File: src/rtl/bsc_pkg.sv
`timescale 1ns/1ps
// Shared types for the boundary scan clock generator.
package bsc_pkg;

    // Levels sampled on the falling TCK edge; each drives one strobe family.
    typedef struct packed {
        logic cap;   // capture with a boundary instruction
        logic sft;   // shift with a boundary instruction
        logic upd;   // update with a boundary instruction
        logic en;    // capture or shift, any instruction
        logic sel;   // latch-select instruction active
    } bsc_phase_t;

    // Idle value of the sampled state.
    localparam bsc_phase_t BSC_PHASE_IDLE = '0;

endpackage

File: src/rtl/bsc_phase_reg.sv
`timescale 1ns/1ps
// Falling-edge state register.
// Samples the TAP state indications and instruction decode on the falling
// TCK edge. The outputs are then stable for a whole high-low period starting
// mid-cycle. Assumes the TAP updates its state after the rising edge.
// Synchronous active-low reset on the falling edge.
module bsc_phase_reg
    import bsc_pkg::*;
#(
    parameter int unsigned INS_W = 3,
    parameter logic [INS_W-1:0] BND_MASK = '1,
    parameter logic [INS_W-1:0] LATCH_MASK = '1
) (
    input  logic             tck,
    input  logic             trst_n,
    input  logic             st_capture,
    input  logic             st_shift,
    input  logic             st_update,
    input  logic [INS_W-1:0] ins_sel,
    output bsc_phase_t       ph
);

    logic bnd_any;
    logic latch_any;

    // Decode whether any boundary or latch-select instruction is present.
    always_comb begin
        bnd_any   = |(ins_sel & BND_MASK);
        latch_any = |(ins_sel & LATCH_MASK);
    end

    // Sample state on the falling edge; clear on reset.
    always_ff @(negedge tck) begin
        if (!trst_n) begin
            ph <= BSC_PHASE_IDLE;
        end else begin
            ph.cap <= st_capture & bnd_any;
            ph.sft <= st_shift & bnd_any;
            ph.upd <= st_update & bnd_any;
            ph.en  <= st_capture | st_shift;
            ph.sel <= latch_any;
        end
    end

endmodule

File: src/rtl/bsc_shift_gen.sv
`timescale 1ns/1ps
// Two-phase shift enable generator.
// The slave enable (active low) is closed during TCK high while shifting.
// The master enable opens only inside the slave's closed window, so the
// two never overlap. At rest both sit low.
module bsc_shift_gen (
    input  logic tck,
    input  logic trst_n,
    input  logic sft,
    output logic shf_a,
    output logic shf_b
);

    logic slave_closed;
    logic master_win;

    // Slave closed (pin high) during high phase of a shift cycle.
    always_comb slave_closed = trst_n & sft & tck;

    // Master window, guarded by the slave being closed.
    always_comb master_win = sft & tck & slave_closed;

    // Drive pins.
    always_comb begin
        shf_b = slave_closed;
        shf_a = master_win;
    end

endmodule

File: src/rtl/bsc_strobe_gen.sv
`timescale 1ns/1ps
// Capture, update, select and mode strobes.
// Capture clock dips low during the low phase after a capture sample and
// rises with TCK. Update opens only in the low phase after an update sample.
// All outputs take idle levels while reset is low.
module bsc_strobe_gen
    import bsc_pkg::*;
(
    input  logic       tck,
    input  logic       trst_n,
    input  bsc_phase_t ph,
    output logic       cap_clk,
    output logic       upd_en,
    output logic       sel_ff,
    output logic       mode_n
);

    logic low_ph;

    // Low phase of TCK, qualified by reset.
    always_comb low_ph = trst_n & ~tck;

    // Capture clock: rest high, pulse low in the capture low phase.
    always_comb cap_clk = ~(low_ph & ph.cap);

    // Update enable: open in the update low phase only.
    always_comb upd_en = low_ph & ph.upd;

    // Latch select and shift mode follow the sampled state.
    always_comb begin
        sel_ff = trst_n & ph.sel;
        mode_n = ~(trst_n & ph.sft);
    end

endmodule

File: src/rtl/bsc_gclk.sv
`timescale 1ns/1ps
// Gated capture/shift clock.
// The enable is sampled on the falling edge, so ANDing it with TCK gives
// whole high pulses only.
module bsc_gclk (
    input  logic tck,
    input  logic trst_n,
    input  logic en,
    output logic gclk
);

    // Gate TCK with the falling-edge enable.
    always_comb gclk = trst_n & en & tck;

endmodule

File: src/rtl/bscan_clkgen.sv
`timescale 1ns/1ps
// Boundary scan cell clock generator, top level.
// Turns TAP state and instruction selects into latch-cell strobes.
// ins_sel bit 0 external test, bit 1 sample, bit 2 internal test.
module bscan_clkgen
    import bsc_pkg::*;
#(
    parameter int unsigned INS_W = 3,
    parameter logic [INS_W-1:0] BND_MASK = 3'b111,
    parameter logic [INS_W-1:0] LATCH_MASK = 3'b101
) (
    input  logic             tck,
    input  logic             trst_n,
    input  logic             st_capture,
    input  logic             st_shift,
    input  logic             st_update,
    input  logic [INS_W-1:0] ins_sel,
    output logic             shf_a,
    output logic             shf_b,
    output logic             cap_clk,
    output logic             upd_en,
    output logic             sel_ff,
    output logic             mode_n,
    output logic             gclk
);

    bsc_phase_t ph;

    bsc_phase_reg #(
        .INS_W(INS_W),
        .BND_MASK(BND_MASK),
        .LATCH_MASK(LATCH_MASK)
    ) u_phase (
        .tck(tck),
        .trst_n(trst_n),
        .st_capture(st_capture),
        .st_shift(st_shift),
        .st_update(st_update),
        .ins_sel(ins_sel),
        .ph(ph)
    );

    bsc_shift_gen u_shift (
        .tck(tck),
        .trst_n(trst_n),
        .sft(ph.sft),
        .shf_a(shf_a),
        .shf_b(shf_b)
    );

    bsc_strobe_gen u_strobe (
        .tck(tck),
        .trst_n(trst_n),
        .ph(ph),
        .cap_clk(cap_clk),
        .upd_en(upd_en),
        .sel_ff(sel_ff),
        .mode_n(mode_n)
    );

    bsc_gclk u_gclk (
        .tck(tck),
        .trst_n(trst_n),
        .en(ph.en),
        .gclk(gclk)
    );

endmodule

File: config.mk
export PLATFORM = sky130hd
export DESIGN_NAME = bscan_clkgen
export DESIGN_NICKNAME = d
export VERILOG_FILES = /design/src/rtl/bsc_pkg.sv /design/src/rtl/bsc_phase_reg.sv /design/src/rtl/bsc_shift_gen.sv /design/src/rtl/bsc_strobe_gen.sv /design/src/rtl/bsc_gclk.sv /design/src/rtl/bscan_clkgen.sv
export SDC_FILE = /design/constraint.sdc
export NUM_CORES = 1
export LEC_CHECK = 0
export CORE_AREA = 2 2 39 41
export DETAILED_ROUTE_END_ITERATION = 7
export DIE_AREA = 0 0 41 43
export MAX_ROUTING_LAYER = met4
export PLACE_DENSITY = 0.53
export SYNTH_ARGS = -nofsm -noshare
export SYNTH_HDL_FRONTEND = slang
export SYNTH_HIERARCHICAL = 1
export SYNTH_SLANG_ARGS = --single-unit
File: constraint.sdc
create_clock -name tck -period 0.85 [get_ports tck]
set_clock_uncertainty 0.15 [all_clocks]
set_input_delay 0.17 -clock tck [delete_from_list [all_inputs] [get_ports tck]]
set_output_delay 0.17 -clock tck [all_outputs]
set_load 0.01 [all_outputs]
**Word level (Yosys, flattened, before mapping)**

Cells that the tools add are included.

- Register bits: 5
- Latch bits: 0
- Bits in writable memories: 0
- ROM bits: 0
- Output and inout port bits: 7
- Memories kept: 0

- $add $sub $neg: 0
- Multipliers: 0
- Div/mod/pow operators: 0
- Magnitude comparators: 0
- Equal/unequal tests: 0
- Shift operators: 0
- Muxes and demuxes: 0
- Bitwise operators: 17
- Reduce and logical (&&, ||, !) cells: 2

Operators with widths:

| cell | number |
|---|---|
| $and 1x1->1 | 13 |
| $not 1->1 | 3 |
| $reduce_or 3->1 | 1 |
| $reduce_or 2->1 | 1 |
| $or 1x1->1 | 1 |

**Depth between registers and ports, before layout**

- Depth after elaboration: 4
- Depth in mapped cells: 1
- Mapped depth without buffers: 1

**By module**

Netlist, hierarchy kept.

Modules (own cells, without submodules):

| module | instances | cells an instance | area each (µm²) | sequential area each (µm²) |
|---|---|---|---|---|
| bsc_phase_reg | 1 | 11 | 148.9 | 100.1 |
| bsc_strobe_gen | 1 | 4 | 27.5 | 0.0 |
| bsc_shift_gen | 1 | 2 | 12.5 | 0.0 |
| bsc_gclk | 1 | 1 | 6.3 | 0.0 |

==> flow_summary.ini <==
[logic_synthesis]
synth_cell_types = 9
yosysWarnings = 6
avgSynthCellArea_um2 = 10.84
syn-num-nets = 26
netlist_area_um2 = 195.2
ys_ff_latch = 5
ys_seq_area_share_pct = 51.28
synthesis.instances = 18

[sta]
final_hold_viol_count = 0
rsz0062_at_grt = true
slew_violations = 0
tns_ns = -6.014
tightest_slew_ns = 0.08320
fin_ws_ns = -0.8844
max_slew_margin_pct = 94.45
setup_violations = 20

[final_layout]
syn_to_final_growth_pct = 114.1
n_antenna_cell = 0
finalInstanceArea_um2 = 417.9
final_common_cell = clkbuf_4
fillers = 164
regMostFlops = u_phase/ph
drive_above_1_share_pct = 45.65
largest_register_ffs = 5
largestRegisters = u_phase/ph (5)
finalNetCount = 54
final_cell_mix = clkbuf_4 (7), inv_1 (6), buf_2 (6)

[place]
placedInstanceArea_um2 = 365.4
portBuffers = 14
gp_congestion = 0.6884

[critical_path]
crit_arrival_ns = 1.41
cp.required_ns = 0.53
worst-path-buf-inv = 1
critPathMaxFanout = 3
cpLargestDelayFamily = flip-flops
crit_type = reg -> out
crit_slowest_cell = dfxtp_2
worstSetupEndpointType = primary output
worst_setup_path_start_kind = register
max_stage_delay_ns = 0.32
crit_chain = and3_1 > buf_2

[outcome]
failed_checks = negative setup slack
status = finished with violations

[clock_tree]
cts_tree = yes
clkTransAtPathRegs_ns = 0.03
cts_setup_buffers = 0

[routing]
drc = 0
wl_per_cell_um = 8.806
ant_nets = 0
routed_wirelength_um = 546
dr.pass1.iters = 2
vias = 246
vias_per_cell = 3.968
drtIter0Drc = 2

[floorplan]
rows = 14
pin_count = 15
initial_utilization_pct = 14.10
die_h_um = 43
die_area_um2 = 1763
fp.dieW_um = 41
core_um2 = 1384

[grt]
track_usage_pct = 9.401
antenna_found_initial = 0
grt_pass1_vias = 284
overflow = 0
grt_start_max_net_pins = 9
grt_pass1_wl_um = 821

[run]
cap_viol_max_count = 0

[hold_path]
hp-class = in -> reg
whs_endpoint = u_phase/ph[0]
hold_depth = 2
min-delay-start = ins_sel[2]

[power_and_ir_drop]
ir_drop_mv = 0.6325
p_leak_uw = 0.0002326
power_density_nw_per_um2 = 2624
[layer usage]
| layer | up-vias | part of all wire [%] | GRT usage [%] |
|---|---|---|---|
| met5 | - | 0 | - |
| met4 | 0 | 1.6 | 22.00 |
| met3 | 2 | 13 | 8.901 |
| met2 | 17 | 43 | 7.813 |
| met1 | 103 | 42 | 5.212 |
| li1 | 124 | - | - |
[synth_stat cells, drive strengths merged]
cell type  number  area, µm²
and2            1      7.510
and3            3      18.77
and3b           1      8.760
dfxtp           5      100.1
inv             1      3.750
nand2           1      3.750
nand3b          1      7.510
o21a            2      15.01
o311a           3      30.03
[report_power, final]
part,switching (µW),internal [µW]
combinational,26.2,48.9
sequential,3.91,252
clock,278,488
total,308,789
[what timing repair did]
item,4_1_cts,5_1_grt
gates resized for setup,52,4
pin swaps,2,1
setup endpoints to repair,22,20
hold buffers,0,0
[kinds of logic after synthesis]
| group | Yosys count | synth area share, % |
|---|---|---|
| buffers and inverters | 1 | 1.921 |
| AND/OR/NAND/NOR | 7 | 23.72 |
| flip-flops | 5 | 51.28 |
| AO/OA/AOI/OAI | 5 | 23.08 |
[how the worst max path moves through the flow]
stage / end / cells after the start / startpoint / slack [ns]
CTS: shf_a / 2 / u_phase/ph[3] / -0.90
detailed placement: gclk / 3 / trst_n / -0.93
finish: shf_a / 2 / u_phase/ph[3] / -0.88
floorplan: shf_a / 1 / u_phase/ph[3] / -0.38
global placement: upd_en / 3 / trst_n / -0.90
global route: shf_b / 2 / u_phase/ph[3] / -0.96
[stage by stage]
step                      power [µW]  setup WS, ns  hold WS [ns]  cells  utilization, %
after floorplan                388.0       -0.3794        0.1469     18               -
after global placement         512.2       -0.9047        0.6135     49           26.40
after detailed placement       511.9       -0.9317        0.6135     49           26.40
after CTS                       1145       -0.9030        0.2346     62           29.48
after global routing            1198       -0.9626        0.2554     62           30.20
final                           1097       -0.8844        0.2516     62           30.20
[area by class of cell]
class	instances	area [µm²]	share of cell area, %
multi-input cells	12	92.59	22.16
flip-flops and latches	5	101.3	24.25
clock buffers	13	81.33	19.46
clock inverters	6	22.52	5.389
well taps	16	20.02	4.790
repair buffers	10	100.1	23.95
Power figures use the tool's default switching activity.
